<file path="src/rtl/idec_pkg.sv">
package idec_pkg;

    localparam int OPC_W = 4;
    localparam int SEL2_W = 2;
    localparam int SEL3_W = 3;

    typedef enum logic [3:0] {
        CL_ALU_RR,
        CL_SHIFT,
        CL_ADDI,
        CL_LOAD,
        CL_STORE,
        CL_JUMP,
        CL_LINK,
        CL_JREG,
        CL_BUBBLE
    } cls_e;

    typedef enum logic [SEL2_W-1:0] {
        DST_RT   = 2'd0,
        DST_RD   = 2'd1,
        DST_LINK = 2'd2
    } dst_e;

    typedef enum logic [SEL2_W-1:0] {
        BSRC_REG   = 2'd0,
        BSRC_IMM   = 2'd1,
        BSRC_SHAMT = 2'd2
    } bsrc_e;

    typedef enum logic [SEL3_W-1:0] {
        ALU_AND = 3'd0,
        ALU_OR  = 3'd1,
        ALU_ADD = 3'd2,
        ALU_SLL = 3'd3,
        ALU_NOR = 3'd4,
        ALU_SRL = 3'd5,
        ALU_SUB = 3'd6,
        ALU_SLT = 3'd7
    } alu_e;

    typedef enum logic [SEL3_W-1:0] {
        WB_ALU  = 3'd0,
        WB_MEM  = 3'd1,
        WB_LINK = 3'd2
    } wb_e;

    typedef enum logic [SEL3_W-1:0] {
        PCS_SEQ  = 3'd0,
        PCS_IMM  = 3'd1,
        PCS_REG  = 3'd2
    } pcs_e;

    localparam logic [OPC_W-1:0] OPC_ADD  = 4'h0;
    localparam logic [OPC_W-1:0] OPC_AND  = 4'h1;
    localparam logic [OPC_W-1:0] OPC_OR   = 4'h2;
    localparam logic [OPC_W-1:0] OPC_JR   = 4'h3;
    localparam logic [OPC_W-1:0] OPC_NOR  = 4'h4;
    localparam logic [OPC_W-1:0] OPC_SUB  = 4'h5;
    localparam logic [OPC_W-1:0] OPC_SLL  = 4'h6;
    localparam logic [OPC_W-1:0] OPC_SRL  = 4'h7;
    localparam logic [OPC_W-1:0] OPC_SLT  = 4'h8;
    localparam logic [OPC_W-1:0] OPC_LW   = 4'h9;
    localparam logic [OPC_W-1:0] OPC_ADDI = 4'hA;
    localparam logic [OPC_W-1:0] OPC_SW   = 4'hB;
    localparam logic [OPC_W-1:0] OPC_J    = 4'hE;
    localparam logic [OPC_W-1:0] OPC_JAL  = 4'hF;

endpackage

</file>
<file path="src/rtl/idec_classify.sv">
module idec_classify
    import idec_pkg::*;
(
    input  logic [OPC_W-1:0] opcode,
    output cls_e             cls
);

    always_comb begin
        unique case (opcode)
            OPC_ADD, OPC_AND, OPC_OR, OPC_NOR, OPC_SUB, OPC_SLT: cls = CL_ALU_RR;
            OPC_SLL, OPC_SRL: cls = CL_SHIFT;
            OPC_ADDI:         cls = CL_ADDI;
            OPC_LW:           cls = CL_LOAD;
            OPC_SW:           cls = CL_STORE;
            OPC_J:            cls = CL_JUMP;
            OPC_JAL:          cls = CL_LINK;
            OPC_JR:           cls = CL_JREG;
            default:          cls = CL_BUBBLE;
        endcase
    end

endmodule

</file>
<file path="src/rtl/idec_fields.sv">
module idec_fields
    import idec_pkg::*;
(
    input  cls_e  cls,
    output logic  reg_we,
    output dst_e  dst,
    output bsrc_e bsrc,
    output logic  mem_we,
    output wb_e   wb,
    output pcs_e  pcs
);

    always_comb begin
        // bubble values first: every path leaves all outputs assigned
        reg_we = 1'b0;
        dst    = DST_RT;
        bsrc   = BSRC_REG;
        mem_we = 1'b0;
        wb     = WB_ALU;
        pcs    = PCS_SEQ;
        unique case (cls)
            CL_ALU_RR: begin
                reg_we = 1'b1;
                dst    = DST_RD;
            end
            CL_SHIFT: begin
                reg_we = 1'b1;
                dst    = DST_RD;
                bsrc   = BSRC_SHAMT;
            end
            CL_ADDI: begin
                reg_we = 1'b1;
                bsrc   = BSRC_IMM;
            end
            CL_LOAD: begin
                reg_we = 1'b1;
                bsrc   = BSRC_IMM;
                wb     = WB_MEM;
            end
            CL_STORE: begin
                bsrc   = BSRC_IMM;
                mem_we = 1'b1;
            end
            CL_JUMP: begin
                pcs    = PCS_IMM;
            end
            CL_LINK: begin
                reg_we = 1'b1;
                dst    = DST_LINK;
                wb     = WB_LINK;
                pcs    = PCS_IMM;
            end
            CL_JREG: begin
                pcs    = PCS_REG;
            end
            default: begin
                reg_we = 1'b0;
            end
        endcase
    end

endmodule

</file>
<file path="src/rtl/idec_aluop.sv">
module idec_aluop
    import idec_pkg::*;
(
    input  logic [OPC_W-1:0] opcode,
    input  cls_e             cls,
    output alu_e             alu
);

    alu_e rr_op;

    always_comb begin
        unique case (opcode)
            OPC_AND: rr_op = ALU_AND;
            OPC_OR:  rr_op = ALU_OR;
            OPC_NOR: rr_op = ALU_NOR;
            OPC_SUB: rr_op = ALU_SUB;
            OPC_SLT: rr_op = ALU_SLT;
            OPC_SLL: rr_op = ALU_SLL;
            OPC_SRL: rr_op = ALU_SRL;
            default: rr_op = ALU_ADD;
        endcase
    end

    always_comb begin
        unique case (cls)
            CL_ALU_RR, CL_SHIFT:         alu = rr_op;
            CL_ADDI, CL_LOAD, CL_STORE:  alu = ALU_ADD;
            default:                     alu = ALU_AND;
        endcase
    end

endmodule

</file>
<file path="src/rtl/idec_main.sv">
module idec_main
    import idec_pkg::*;
#(
    parameter int OPW = OPC_W,
    parameter int S2W = SEL2_W,
    parameter int S3W = SEL3_W
) (
    input  logic [OPW-1:0] opcode,
    output logic           reg_we,
    output logic [S2W-1:0] dst_sel,
    output logic [S2W-1:0] bsel,
    output logic [S3W-1:0] alu_op,
    output logic           mem_we,
    output logic [S3W-1:0] wb_sel,
    output logic [S3W-1:0] pc_sel
);

    cls_e  cls;
    dst_e  dst;
    bsrc_e bsrc;
    alu_e  alu;
    wb_e   wb;
    pcs_e  pcs;

    idec_classify u_classify (
        .opcode (opcode),
        .cls    (cls)
    );

    idec_fields u_fields (
        .cls    (cls),
        .reg_we (reg_we),
        .dst    (dst),
        .bsrc   (bsrc),
        .mem_we (mem_we),
        .wb     (wb),
        .pcs    (pcs)
    );

    idec_aluop u_aluop (
        .opcode (opcode),
        .cls    (cls),
        .alu    (alu)
    );

    assign dst_sel = dst;
    assign bsel    = bsrc;
    assign alu_op  = alu;
    assign wb_sel  = wb;
    assign pc_sel  = pcs;

endmodule

</file>
<file path="config.mk">
export PLATFORM = sky130hd
export DESIGN_NAME = idec_main
export DESIGN_NICKNAME = d
export VERILOG_FILES = /design/src/rtl/idec_pkg.sv /design/src/rtl/idec_classify.sv /design/src/rtl/idec_fields.sv /design/src/rtl/idec_aluop.sv /design/src/rtl/idec_main.sv
export SDC_FILE = /design/constraint.sdc
export NUM_CORES = 1
export LEC_CHECK = 0
export ABC_AREA = 1
export BUFFER_PORTS_ARGS = -buffer_cell sky130_fd_sc_hd__buf_2
export CORE_ASPECT_RATIO = 1.1
export CORE_MARGIN = 8
export CORE_UTILIZATION = 31
export DETAILED_ROUTE_END_ITERATION = 16
export PLACE_DENSITY = 0.51
export SYNTH_ARGS = -nofsm -noshare
export SYNTH_HDL_FRONTEND = slang
export SYNTH_SLANG_ARGS = --single-unit
</file>
<file path="constraint.sdc">
create_clock -name vclk -period 1.25
set_input_delay 0.125 -clock vclk [all_inputs]
set_output_delay 0.125 -clock vclk [all_outputs]
set_load 0.01 [all_outputs]
</file>
==> results.cfg, run 1 <==
[run_status]
status = complete, no violations

[job]
drv_cap = 0

[pwr]
p_leak_nw = 0.437
ir_drop_mv = 0.156
p_per_area_nw_per_um2 = 385
p_total_mw = 0.342

[timing]
hold_violations = 0
rsz0062_at_grt = yes
finalCritPeriodShare = 0.995
finalSetupTns_ns = 0
slew_violations = 0
fmaxAchievable_ghz = 0.804
whs_ns = 0.695
min_period_ns = 1.24
setup_violations = 0
worst_slack_ns = 0.00638

[grt]
antenna_found_initial = 0
grt_pass1_vias = 511
grt_pass1_wl_um = 2090
overflow = 0
track_usage = 0.0809
grt_max_degree = 10

[clock_tree]
holdBufCountCts = 0

[synth]
yosysTopAreaCell = nand2_1
synth.avg_cell_area_um2 = 5.74
synth_cells = 83
ys_warn_count = 0
yosysUniqueCellTypes = 18
yosys.area.top_type_share = 0.189
ys_seq_area_frac = 0
synth_area_um2 = 477
synthTopCellsByArea = nand2_1, ha_1, inv_1

[final_layout]
drive_gt1_frac = 0.670
n_sequential_cell = 0
multi_input_area_um2 = 572
fill_cells = 151
diodes = 0
areaGrowthSynthToFinish_pct = 86.6
clkbuf_count = 0
nNetsFinal = 116
register_area_um2 = 0

[floorplan]
placementRows = 15
coreArea_um2 = 1500
dieArea_um2 = 3050
pin_count = 19
start_util = 0.317
dieHeight_um = 57.1
fp.dieW_um = 53.4

[critical_path]
crit_family = simple AND/OR/NAND/NOR gates
cp_max_fo = 5
worst_ep_arrival_time_ns = 1.12
path_cells = buf_12 > inv_6 > buf_6 > ha_4 > nand2_1 > nand3_2 > nand2_4 > nand3_4 > nand2_2 > buf_6
cpPeakStageDelay_ns = 0.15
crit_cells = 10
critPathSlowestCell = ha_4
cp_common_cell = buf_6
cp_num_buf_inv = 4
endpoint_kind = primary output
cp-start-kind = input pin
cp.required_ns = 1.12
worst-setup-path-type = in -> out

[routing]
routed_wl_um = 1390
dr.pass1.iters = 4
vias = 536
remaining_drc_errors = 0
drt-wirelength-per-cell_um = 11.5
first_iter_violations = 16
ant_nets = 0
vias_per_cell = 4.47

[placement]
pre_cts_ws_ns = -0.107
dp_hpwl_um = 965
place.gp.congestion = 0.770
port_buffers = 17

[min_path]
hold_depth = 5
hold_class = in -> out
cells by family (layout without fill, tap and decap cells):
family / Yosys count / count (layout) / synth area share
buf+inv: 21 / 40 / 0.236
other cells: 1 / 2 / 0.00787
simple gates: 47 / 47 / 0.499
compound gates: 7 / 7 / 0.0735
fa+ha+maj: 7 / 7 / 0.184
cells in the final DEF, fill, tap and decap left out, types with 2 or more instances in the layout:
cell     netlist  routed
nand3_4        0       2
inv_2          1       4
nand2_2        7      11
nand3_2        2       3
nand2_4        1       8
nor2_1         5       5
inv_6          0       2
a21oi_2        0       2
buf_4          3       5
nand2_1       24      13
nor2_4         1       2
o21ai_0        3       2
ha_4           0       7
conb_1         1       2
buf_12         0       2
inv_1         14       9
buf_6          2       9
buf_2          0       8
final timing paths:
check / start / to / slack (ns)
max: opcode[0] / alu_op[1] / 0.006
min: opcode[3] / mem_we / 0.70
report_power, final:
| group | internal [mW] | switching (mW) |
|---|---|---|
| registers | 0 | 0 |
| logic | 0.152 | 0.190 |
| clock network | 0 | 0 |
| total | 0.152 | 0.190 |
stage by stage:
step,cell area [um^2],utilization,std cells
after detailed placement,594,0.396,120
final,890,0.593,120
after floorplan,480,-,84
after global routing,890,0.593,120
after CTS,711,0.473,120
after global placement,594,0.396,120
metal layers:
| layer | vias up | GRT usage | share of wire |
|---|---|---|---|
| met5 | - | 0 | 0 |
| met3 | 0 | 0.00260 | 0.071 |
| li1 | 287 | - | - |
| met1 | 235 | 0.0997 | 0.38 |
| met2 | 14 | 0.151 | 0.55 |
| met4 | 0 | 0.00722 | 0 |
cell usage after synthesis:
master	number
buf_4	3
nor2_4	1
nor2_1	5
nor3_2	1
nand2_1	24
inv_1	14
a21oi_1	4
ha_1	7
nor2_2	2
nand3_2	2
conb_1	1
nand2_4	1
nand3_1	4
inv_8	1
buf_6	2
o21ai_0	3
nand2_2	7
inv_2	1
final cells by class:
cell class / count / share of cell area
Inverter: 16 / 0.0872
Multi-Input combinational cell: 63 / 0.643
Tap cell: 17 / 0.0239
Timing Repair Buffer: 24 / 0.246
what timing repair did:
item | CTS | global route
pin swaps | 11 | 16
setup endpoints to repair | 12 | 12
gates resized for setup | 30 | 42
setup buffers | 0 | 0
No activity file was read; power rests on OpenSTA's default activity.
==> inputs of run 2 (changes only) <==
--- a/config.mk
+++ b/config.mk
@@ -8,10 +8,10 @@
 export ABC_AREA = 1
 export BUFFER_PORTS_ARGS = -buffer_cell sky130_fd_sc_hd__buf_2
 export CORE_ASPECT_RATIO = 1.1
-export CORE_MARGIN = 8
+export CORE_MARGIN = 3
 export CORE_UTILIZATION = 31
 export DETAILED_ROUTE_END_ITERATION = 16
-export PLACE_DENSITY = 0.51
+export PLACE_DENSITY = 0.54
 export SYNTH_ARGS = -nofsm -noshare
 export SYNTH_HDL_FRONTEND = slang
 export SYNTH_SLANG_ARGS = --single-unit
==> run 2 against run 1 <==
Against the previous run: via count rose by 7.6%; sequential share of layout area did not move; clock-buffer cell count did not move; total power rose by 6.5%; critical endpoint is now pc_sel[1]; largest cell class unchanged.
==> results.cfg, run 2 (synthesis results as in run 1) <==
[run_status]
status = complete, no violations

[timing]
whs_ns = 0.692
fmaxAchievable_ghz = 0.812
slew_violations = 0
rsz0062_at_grt = yes
min_period_ns = 1.23
finalCritPeriodShare = 0.986
setup_violations = 0
hold_violations = 0
finalSetupTns_ns = 0
worst_slack_ns = 0.0179

[placement]
port_buffers = 17
place.gp.congestion = 0.733
pre_cts_ws_ns = -0.130
dp_hpwl_um = 834
placed_cells = 120
place_area_um2 = 601

[floorplan]
dieHeight_um = 47.1
placementRows = 14
coreArea_um2 = 1400
fp.dieW_um = 43.4
dieArea_um2 = 2040
pin_count = 19
start_util = 0.340

[grt]
grt_pass1_wl_um = 1940
grt_pass1_vias = 444
overflow = 0
antenna_found_initial = 0
track_usage = 0.119
grt_max_degree = 10

[final_layout]
diodes = 0
design_area_um2 = 956
layout_commonest_cell = nand2_1
final_cells = 123
nNetsFinal = 120
fin_util = 0.682
drive_gt1_frac = 0.692
register_area_um2 = 0
final_cell_mix = nand2_1, nand2_2, inv_1, buf_4, buf_2
areaGrowthSynthToFinish_pct = 101
n_sequential_cell = 0
fill_cells = 126
clkbuf_count = 0

[critical_path]
endpoint_kind = primary output
cp-start-kind = input pin
worst-setup-path-type = in -> out
cp_max_fo = 5
worst_ep_arrival_time_ns = 1.11
cp.required_ns = 1.12

[job]
drv_cap = 0

[routing]
routed_wl_um = 1390
vias_per_cell = 4.69
first_iter_violations = 5
drt-wirelength-per-cell_um = 11.3
dr.pass1.iters = 4
remaining_drc_errors = 0
vias = 577
ant_nets = 0

[pwr]
p_total_mw = 0.364
ir_drop_mv = 0.205
p_per_area_nw_per_um2 = 381
p_leak_nw = 0.467

[clock_tree]
holdBufCountCts = 0

[min_path]
hold_class = in -> out
## run 2: path summary, 6_finish.rpt
path	depth (start not counted)	slack, ns	from	end
setup / recovery	9	0.02	opcode[1]	pc_sel[1]
hold / removal	5	0.69	opcode[3]	mem_we
## run 2: layout make-up
cell class	instances	area (um^2)	area share
Multi-Input combinational cell	63	604	0.632
Timing Repair Buffer	28	246	0.258
Inverter	16	85.1	0.0890
Tap cell	16	20.0	0.0209
## run 2: layer usage
metal  track usage  vias up  part of all wire
met3       0.00383        0             0.037
met2         0.245       13              0.61
li1              -      293                 -
met5             0        -                 0
met4             0        0                 0
met1         0.146      271              0.36
## run 2: worst max-delay path, stage by stage
cell and delay [ns]:
buf_12 0.10, ha_4 0.16, inv_4 0.05, nand2_8 0.07, nand2_8 0.07, nor2_4 0.21
nand2_2 0.09, nor2_2 0.10, buf_2 0.13
## run 2: timing repair
| item | in CTS | in global routing |
|---|---|---|
| pin swaps | 11 | 16 |
| endpoints found under the setup margin | 12 | 13 |
| gates resized for setup | 31 | 49 |
| setup buffers | 1 | 2 |
## run 2: power breakdown
group / switching (mW) / internal, mW
clock: 0 / 0
sequential: 0 / 0
combinational: 0.201 / 0.163
total: 0.201 / 0.163
==> inputs of run 3 (changes only) <==
--- a/config.mk
+++ b/config.mk
@@ -7,7 +7,6 @@
 export LEC_CHECK = 0
 export ABC_AREA = 1
 export BUFFER_PORTS_ARGS = -buffer_cell sky130_fd_sc_hd__buf_2
-export CORE_ASPECT_RATIO = 1.1
 export CORE_MARGIN = 3
 export CORE_UTILIZATION = 31
 export DETAILED_ROUTE_END_ITERATION = 16
==> run 3 against run 2 <==
Against the previous run: global-route usage decreased by 0.83 points; critical path depth unchanged; sequential share of layout area unchanged; hold slack improved by 0.052 ns; critical path type unchanged; first-iteration DRC count unchanged; combinational power decreased by 17%; design area decreased by 17%; non-clock buffer count decreased by 4; highest routed layer unchanged.
==> results.cfg, run 3 (synthesis results as in run 1) <==
[run_status]
status = complete, no violations

[pwr]
ir_drop_mv = 0.146
p_per_area_nw_per_um2 = 380
p_leak_nw = 0.418
p_total_mw = 0.301

[critical_path]
crit_cells = 9
cp_num_buf_inv = 4
path_cells = buf_12 > buf_6 > ha_2 > nand2_1 > nand3_2 > nand2_4 > buf_4 > nor3_2 > buf_2
worst_ep_arrival_time_ns = 1.11
worst-setup-path-type = in -> out
cp-start-kind = input pin
cp_max_fo = 5
crit_family = buffers and inverters
critPathSlowestCell = ha_2
endpoint_kind = primary output
cp.required_ns = 1.12
cpPeakStageDelay_ns = 0.17

[routing]
vias = 521
first_iter_violations = 5
drt-wirelength-per-cell_um = 9.86
vias_per_cell = 4.42
ant_nets = 0
routed_wl_um = 1160
dr.pass1.iters = 3
remaining_drc_errors = 0

[timing]
rsz0062_at_grt = yes
worst_slack_ns = 0.0117
min_period_ns = 1.24
finalSetupTns_ns = 0
hold_violations = 0
setup_violations = 0
fmaxAchievable_ghz = 0.808
finalCritPeriodShare = 0.991
slew_violations = 0

[floorplan]
dieArea_um2 = 2040
coreArea_um2 = 1370
fp.dieW_um = 45.2
pin_count = 19
placementRows = 13
start_util = 0.349
dieHeight_um = 45.2

[min_path]
whs_endpoint = dst_sel[0]
hold_class = in -> out
hold_depth = 5
hp-start = opcode[3]

[grt]
track_usage = 0.111
grt_pass1_wl_um = 1780
grt_pass1_vias = 428
antenna_found_initial = 0
grt_max_degree = 10
overflow = 0

[final_layout]
final_cell_mix = nand2_1, buf_2, inv_1, nand2_2, nand2_4
drive_gt1_frac = 0.612
n_sequential_cell = 0
clkbuf_count = 0
areaGrowthSynthToFinish_pct = 65.9
nNetsFinal = 116
layout_commonest_cell = nand2_1
register_area_um2 = 0
diodes = 0

[clock_tree]
holdBufCountCts = 0

[placement]
dp_hpwl_um = 873
port_buffers = 17
place.gp.congestion = 0.719
pre_cts_ws_ns = -0.134

[job]
drv_cap = 0
## run 3: what timing repair did
item | CTS | global route
buffers inserted | 0 | 1
pin swaps | 9 | 11
setup endpoints to repair | 12 | 12
gates resized for setup | 18 | 36
## run 3: cell type report
type / count / area (um^2)
fill: 143 / 576
inverter: 16 / 80.1
multi-input combinational: 63 / 499
tap: 15 / 18.8
timing repair buffer: 24 / 193
## run 3: worst max-delay path by stage
stage	start	end	slack [ns]
final	opcode[1]	bsel[1]	0.01
after global routing	opcode[1]	wb_sel[0]	-0.04
after CTS	opcode[0]	alu_op[1]	0.001
after detailed placement	opcode[1]	alu_op[1]	-0.13
after global placement	opcode[1]	pc_sel[0]	-0.1
after floorplan	opcode[1]	wb_sel[1]	0.08
## run 3: where the power goes
group	switching, mW	internal, mW	leakage [nW]
combinational	0.168	0.132	0.418
sequential	0	0	0
clock	0	0	0
## run 3: per-layer routing
metal	share of wire	vias to the layer above	global-route usage
li1	-	284	-
met1	0.40	225	0.144
met2	0.56	12	0.215
met3	0.045	0	0
met4	0	0	0
met5	0	-	0
## run 3: metrics by stage
| stage | util | std cells | area, um^2 | hold WS, ns |
|---|---|---|---|---|
| 2_1_floorplan | - | 84 | 480 | 0.540 |
| 3_3_place_gp | 0.428 | 117 | 584 | 0.762 |
| 3_5_place_dp | 0.428 | 117 | 584 | 0.765 |
| 4_1_cts | 0.469 | 117 | 641 | 0.788 |
| 5_1_grt | 0.579 | 118 | 791 | 0.775 |
| 6_report | 0.579 | 118 | 791 | 0.744 |
